File: config.mk
export PLATFORM = sky130hd
export DESIGN_NAME = reaction_timer
export DESIGN_NICKNAME = d
export VERILOG_FILES = /design/src/rtl/rt_pkg.sv /design/src/rtl/rt_tick_div.sv /design/src/rtl/rt_run_state.sv /design/src/rtl/rt_bcd_digit.sv /design/src/rtl/reaction_timer.sv
export SDC_FILE = /design/constraint.sdc
export NUM_CORES = 1
export LEC_CHECK = 0
export ABC_CLOCK_PERIOD_IN_PS = 2230
export BUFFER_PORTS_ARGS = -buffer_cell sky130_fd_sc_hd__buf_2
export CAP_MARGIN = 20
export CORE_MARGIN = 4
export CORE_UTILIZATION = 50
export CTS_CLUSTER_SIZE = 14
export DETAILED_ROUTE_END_ITERATION = 16
export HOLD_SLACK_MARGIN = 0.08
export PLACE_DENSITY = 0.74
export SLEW_MARGIN = 10
export SYNTH_ARGS = -nofsm -noshare
export SYNTH_HDL_FRONTEND = slang
export SYNTH_SLANG_ARGS = --single-unit
File: constraint.sdc
create_clock -name clk -period 2.23 [get_ports clk]
set_clock_uncertainty 0.2 [all_clocks]
set_input_delay 0.446 -clock clk [delete_from_list [all_inputs] [get_ports clk]]
set_output_delay 0.446 -clock clk [all_outputs]
set_load 0.1 [all_outputs]
File: src/rtl/rt_pkg.sv
package rt_pkg;

  localparam int unsigned DIGIT_W = 4;
  localparam int unsigned SEG_W   = 7;

  // Next value of one decimal digit; 9 folds back to 0.
  function automatic logic [DIGIT_W-1:0] bcd_next(input logic [DIGIT_W-1:0] d);
    if (d >= 4'd9) return '0;
    return d + 4'd1;
  endfunction

  // Active-high segments, bit 6 = a ... bit 0 = g.
  function automatic logic [SEG_W-1:0] bcd_to_seg(input logic [DIGIT_W-1:0] d);
    logic [SEG_W-1:0] s;
    case (d)
      4'd0:    s = 7'b1111110;
      4'd1:    s = 7'b0110000;
      4'd2:    s = 7'b1101101;
      4'd3:    s = 7'b1111001;
      4'd4:    s = 7'b0110011;
      4'd5:    s = 7'b1011011;
      4'd6:    s = 7'b1011111;
      4'd7:    s = 7'b1110000;
      4'd8:    s = 7'b1111111;
      4'd9:    s = 7'b1111011;
      default: s = '0;
    endcase
    return s;
  endfunction

endpackage

File: src/rtl/rt_tick_div.sv
module rt_tick_div #(
  parameter int unsigned DIV_BITS = 10
) (
  input  logic clk,
  input  logic rst,
  output logic tick
);

  logic [DIV_BITS-1:0] cnt_q;

  always_ff @(posedge clk or posedge rst) begin
    if (rst) cnt_q <= '0;
    else     cnt_q <= cnt_q + 1'b1;
  end

  assign tick = &cnt_q;


  tick_single_chk: assert property (@(posedge clk) disable iff (rst)
    tick |=> !tick);


  tick_from_wrap_chk: assert property (@(posedge clk) disable iff (rst)
    tick |=> (cnt_q == '0));

endmodule

File: src/rtl/rt_run_state.sv
module rt_run_state (
  input  logic clk,
  input  logic rst,
  input  logic start_w,
  input  logic btn_n,
  output logic run
);

  logic press;
  assign press = ~btn_n;

  always_ff @(posedge clk or posedge rst) begin
    if (rst)          run <= 1'b0;
    else if (press)   run <= 1'b0;
    else if (start_w) run <= 1'b1;
  end


  run_set_chk: assert property (@(posedge clk) disable iff (rst)
    (start_w && btn_n) |=> run);


  run_stop_chk: assert property (@(posedge clk) disable iff (rst)
    press |=> !run);


  run_keep_chk: assert property (@(posedge clk) disable iff (rst)
    (run && btn_n) |=> run);

endmodule

File: src/rtl/rt_bcd_digit.sv
module rt_bcd_digit
  import rt_pkg::*;
(
  input  logic               clk,
  input  logic               rst,
  input  logic               en,
  output logic [DIGIT_W-1:0] val,
  output logic               carry
);

  always_ff @(posedge clk or posedge rst) begin
    if (rst)     val <= '0;
    else if (en) val <= bcd_next(val);
  end

  assign carry = en && (val == 4'd9);


  digit_range_chk: assert property (@(posedge clk) disable iff (rst)
    val <= 4'd9);


  digit_wrap_chk: assert property (@(posedge clk) disable iff (rst)
    carry |=> (val == '0));


  digit_hold_chk: assert property (@(posedge clk) disable iff (rst)
    !en |=> $stable(val));

endmodule

File: src/rtl/reaction_timer.sv
module reaction_timer
  import rt_pkg::*;
#(
  parameter int unsigned DIV_BITS = 10
) (
  input  logic               clk,
  input  logic               rst,
  input  logic               start_w,
  input  logic               btn_n,
  output logic               led,
  output logic [DIGIT_W-1:0] digit_lo,
  output logic [DIGIT_W-1:0] digit_hi,
  output logic [SEG_W-1:0]   seg_lo,
  output logic [SEG_W-1:0]   seg_hi
);

  localparam int unsigned NUM_DIGITS = 2;

  logic                     tick;
  logic                     run;
  logic [NUM_DIGITS:0]      en_chain;
  logic [DIGIT_W-1:0]       dig [NUM_DIGITS];
  logic [SEG_W-1:0]         seg [NUM_DIGITS];

  rt_tick_div #(.DIV_BITS(DIV_BITS)) u_div (
    .clk  (clk),
    .rst  (rst),
    .tick (tick)
  );

  rt_run_state u_state (
    .clk     (clk),
    .rst     (rst),
    .start_w (start_w),
    .btn_n   (btn_n),
    .run     (run)
  );

  assign en_chain[0] = tick & run;

  for (genvar i = 0; i < NUM_DIGITS; i++) begin : g_digit
    rt_bcd_digit u_digit (
      .clk   (clk),
      .rst   (rst),
      .en    (en_chain[i]),
      .val   (dig[i]),
      .carry (en_chain[i+1])
    );
    assign seg[i] = bcd_to_seg(dig[i]);
  end

  assign led      = run;
  assign digit_lo = dig[0];
  assign digit_hi = dig[1];
  assign seg_lo   = seg[0];
  assign seg_hi   = seg[1];


  idle_hold_chk: assert property (@(posedge clk) disable iff (rst)
    !led |=> ($stable(digit_lo) && $stable(digit_hi)));


  full_wrap_chk: assert property (@(posedge clk) disable iff (rst)
    en_chain[NUM_DIGITS] |=> (digit_lo == '0 && digit_hi == '0));


  advance_chk: assert property (@(posedge clk) disable iff (rst)
    (tick && led && digit_lo != 4'd9) |=> (digit_lo == $past(digit_lo) + 4'd1));

endmodule

* After elaboration in Yosys (flattened, before gate mapping) *
Memories as Yosys holds them, arrays and structs flattened.
Cells that the tools add are included.

storage, ports and cells
  flip-flop bits (word level) = 19
  bits in latches = 0
  memories kept = 2
  ROM bits = 224
  RAM bits = 0
  logic and storage cells = 26
  output and inout bits = 23
  bits of input ports = 4

operators by class
  equal/unequal tests = 2
  mux-type cells = 10
  $add $sub $neg = 3
  magnitude comparators = 2
  reduce and logical (&&, ||, !) cells = 2
  bitwise logic cells = 1
  shifts and indexed selects = 0
  multiply operators = 0
  divide/modulo/power cells = 0

memories
  memory           words  width  read ports  clocked after Yosys merged registers in  write ports  line          source
  (no name shown)  16     7      1           0                                        0            rt_pkg.sv:15  case (d)
  (no name shown)  16     7      1           0                                        0            rt_pkg.sv:15

operator list
  kind                                                              number
  4-bit two-way mux                                                 4
  10-bit by 1-bit adder with 10-bit output (second input constant)  1
  10-bit AND reduction                                              1
  4-bit by 1-bit adder with 4-bit output (second input constant)    2
  4-bit greater-or-equal comparator (second input constant)         2
  1-bit two-way mux                                                 6
  4-bit equality test (second input constant)                       1
  2-bit != test (second input constant)                             1
  1-bit AND                                                         1
  1-bit logical AND                                                 1

* Depth between registers and ports, before layout *
  depth after elaboration = 5
  depth in mapped cells = 6
  gate-level depth less buffers = 6

* Hierarchy *
From an unflattened synthesis, not the netlist that was laid out.

second synthesis, totals
  cells, all modules = 144
  area, all modules = 1,410.1 um2

by module, submodules not included
  module          area each (um2)  instances  cells each  sequential area each (um2)
  rt_bcd_digit    242.7            2          24          100.1
  reaction_timer  455.4            1          57          0.0
  rt_tick_div     432.9            1          36          250.2
  rt_run_state    36.3             1          3           25.0

* Least setup slack after synthesis *
Ideal clock, no wire load.

  kind = register -> output
  start = register g_digit[0].u_digit.val[1]
  end = output seg_lo[3]
  data required time = 1,584 ps
  path buffers = 0
  path slack = -2,239 ps
  stages on the path, launching flop included = 6
  arrival = 3,823 ps
  cell sequence = dfrtp_1 -> inv_1 -> ha_1 -> nor2_1 -> a21oi_1 -> o21ai_0

between the ends
  longest elaborated chain between the ends = 1

RTL lines
  what                    line                  source
  start, declared         rt_bcd_digit.sv:7     output logic [DIGIT_W-1:0] val,
  start signal, assigned  rt_bcd_digit.sv:13    else if (en) val <= bcd_next(val);
  memory 16 x 7 bit       --
  end, declared           reaction_timer.sv:13  output logic [SEG_W-1:0] seg_lo,

No other way between the ends.

* Final worst setup path *
  start = register g_digit[1].u_digit.val[1]
  end = output seg_hi[0]

between the ends
  longest elaborated chain between the ends = 1

RTL lines
  what                    line                  source
  start, declared         rt_bcd_digit.sv:7
  start signal, assigned  rt_bcd_digit.sv:13
  memory 16 x 7 bit       --
  end, declared           reaction_timer.sv:14  output logic [SEG_W-1:0] seg_hi

No other way between the ends.

==> flow_summary.ini <==
[die]
start_util_pct = 54.15
die_w_um = 57.65
boundaryPins = 27
rows = 17
dieArea_sq_mm = 0.003323
coreArea_sq_mm = 0.002276
die_h_um = 57.65

[layout]
insertedDiodeCount = 0
nFillCells = 54
nets = 193
final_layout_size_suffix_gt1_share_pct = 59.30
fin_cells = 200
syn_to_final_growth_pct = 76.95

[synth]
syn_nets = 152
synth-edff-count = 0
seq_area_frac_synth_pct = 38.58
async_reset_ff_share_pct = 100.0
netlist_area_sq_mm = 0.001232
yosys_warnings = 0
syn_avg_cell_area_sq_um = 9.337
syn_inst = 132
ys_ff_latch = 19
synth_cell_types = 29
ys.flop_type = dfrtp_1

[run_status]
status = complete, but fails checks
failed_checks = negative setup slack

[sta]
rsz0062_at_grt = yes
period_needed_ns = 2.304
relSlewSlack_pct = 53.84
final_max_slew_viol_count = 0
fmax_mhz = 434.0
setup_viol = 9
fin_ws_ns = -0.07428
final_hold_viol_count = 0
period_share_pct = 103.3
tightest_slew_ns = 0.6916

[placement]
io_buffers = 26
gp_congestion = 0.8134
numPlacedInstances = 183
dp_hpwl_um = 2282

[routing]
avgViaCountPerCell = 6.295
drtAntennaViolNets = 0
wirelength_um = 4617
vias = 1259
first_iter_violations = 69
post_drt_wl_per_cell_um = 23.09
drcViolationCount = 0
dr.pass1.iters = 4

[global_route]
grt_pass1_wl_um = 5706
grt_max_degree = 20
track_usage_pct = 22.88
grt_pass1_vias = 1122
grt_overflow = 0
grt_antenna_before_repair = 0

[pwr]
p_per_area_mw_per_mm2 = 250.8
vdd.ir_drop.worst_mv = 0.4578
leakage_nw = 0.9293
power_mw = 0.5470

[cts]
clk_pin_slew_ns = 0.10
clk_latency_ns = 0.31
numCtsBuffers = 3
cts_tree = done
h-tree-depth = 1
cts-root-buf = clkbuf_4
clockBufferDepth = 2
clock_sinks = 19

[worst_setup_path]
cp_max_fo = 3
crit_arrival_ns = 1.66
endpoint_kind = output port
r2r-start = u_div.cnt_q[0]
startpoint_type = flop
crit_start = g_digit[1].u_digit.val[1]
crit_type = flop to output port
cp.required_ns = 1.58

[run]
cap_violations = 0

[hold_path]
worstHoldStart = start_w
hold_path_class = primary input to flop
==> Yosys cell counts, drive strengths merged (2+ instances only) <==
library cell,count,share of area (%)
o21ai,13,5.3
xnor2,3,2.1
or3,2,1.4
ha,16,16
and3,2,1.1
nand3,9,3.7
nand3b,2,1.2
clkbuf,4,1.2
a21oi,15,6.1
inv,14,4.3
nand2,2,0.61
xor2,5,3.6
dfrtp,19,39
nor2,12,3.7
a41oi,2,1.4
a22o,2,1.4
==> repair_timing <==
action                                  CTS  global route
hold endpoints to repair                 19             0
setup buffers                             7             5
endpoints found under the setup margin    8            12
hold buffers                              1             0
resized for setup                        19            11
pin swaps                                 5            11
==> worst paths after layout <==
path / end / slack (ns) / cells after the start
max: seg_hi[0] / -0.07 / 6
min: u_state.run / 0.14 / 2
max reg2reg: g_digit[1].u_digit.val[2] / 0.01 / 5
min reg2reg: u_div.cnt_q[9] / 0.31 / 1
max in group asynchronous: g_digit[1].u_digit.val[1] / 0.73 / 3
min in group asynchronous: u_div.cnt_q[0] / 0.59 / 3
==> critical path, stage by stage (launching register included) <==
cell and delay, ns:
dfrtp_4 0.52, buf_6 0.14, ha_4 0.15, nor2_4 0.10, a21oi_2 0.06, o21ai_4 0.17
buf_12 0.20
==> cell usage in the layout, fill, tap and decap left out, drive strengths merged <==
cell type     n
o41ai         1
dlygate4sd3   1
xnor2         3
nand4         1
buf          39
nand3         9
inv          14
nand2         2
or3           2
a32oi         1
nor3b         1
o21a          1
clkbuf        4
dfrtp        19
a31oi         1
ha           16
xor2          5
a22o          2
o211ai        1
nor4          1
nor2         12
o21ai        13
nand3b        2
nand2b        1
nor3          1
a41oi         2
a21oi        15
and3          2
==> layout make-up <==
| type | count | area (sq um) | area share [%] |
|---|---|---|---|
| Multi-Input combinational cell | 95 | 1070 | 49.05 |
| Tap cell | 28 | 35.03 | 1.606 |
| Clock buffer | 4 | 26.28 | 1.205 |
| Sequential cell | 19 | 506.7 | 23.24 |
| Inverter | 14 | 87.58 | 4.016 |
| Timing Repair Buffer | 40 | 455.4 | 20.88 |
==> cell families after synthesis <==
kind of cell	count (synthesis)	synth area share, %
AOI/OAI and AO/OA	37	17.36
and+or+nand+nor	34	16.65
DFF	19	38.58
buffers and inverters	18	5.482
adders and majority gates	16	16.24
xor gates and xnor gates	8	5.686
==> through the flow <==
| step | cell area [sq um] | setup TNS (ns) | worst slack, ns | hold slack, ns | util, % |
|---|---|---|---|---|---|
| 2_1_floorplan | 1608 | -0.6244 | -0.1395 | 0.1972 | - |
| 5_1_grt | 2181 | -0.8785 | -0.1298 | 0.1571 | 95.82 |
| 6_report | 2181 | -0.2602 | -0.07428 | 0.1417 | 95.82 |
| 3_5_place_dp | 1908 | 0 | 0.1538 | 0.2464 | 83.84 |
| 4_1_cts | 2085 | -0.07161 | -0.02373 | 0.1378 | 91.59 |
| 3_3_place_gp | 1908 | 0 | 0.2087 | 0.2359 | 83.84 |
==> power breakdown <==
group	leakage [nW]	internal, mW	total, mW	switching [mW]
Sequential	0.232	0.346	0.347	0.00133
Clock	0.0150	0.0699	0.178	0.108
Combinational	0.682	0.00468	0.0224	0.0177
Total	0.929	0.420	0.547	0.127
==> layer usage <==
metal	vias to the layer above	GRT usage, %	routed length, um
met1	614	27.26	1804
met4	0	11.92	260
met2	82	40.65	2212
met5	-	0	0
li1	540	-	-
met3	23	2.004	340
==> state kept, by name, indices dropped and copies added (netlist names) <==
signal	flops
g_digit.u_digit.val	8
u_div.cnt_q	10
u_state.run	1
No activity file was read; power rests on OpenSTA's default activity.
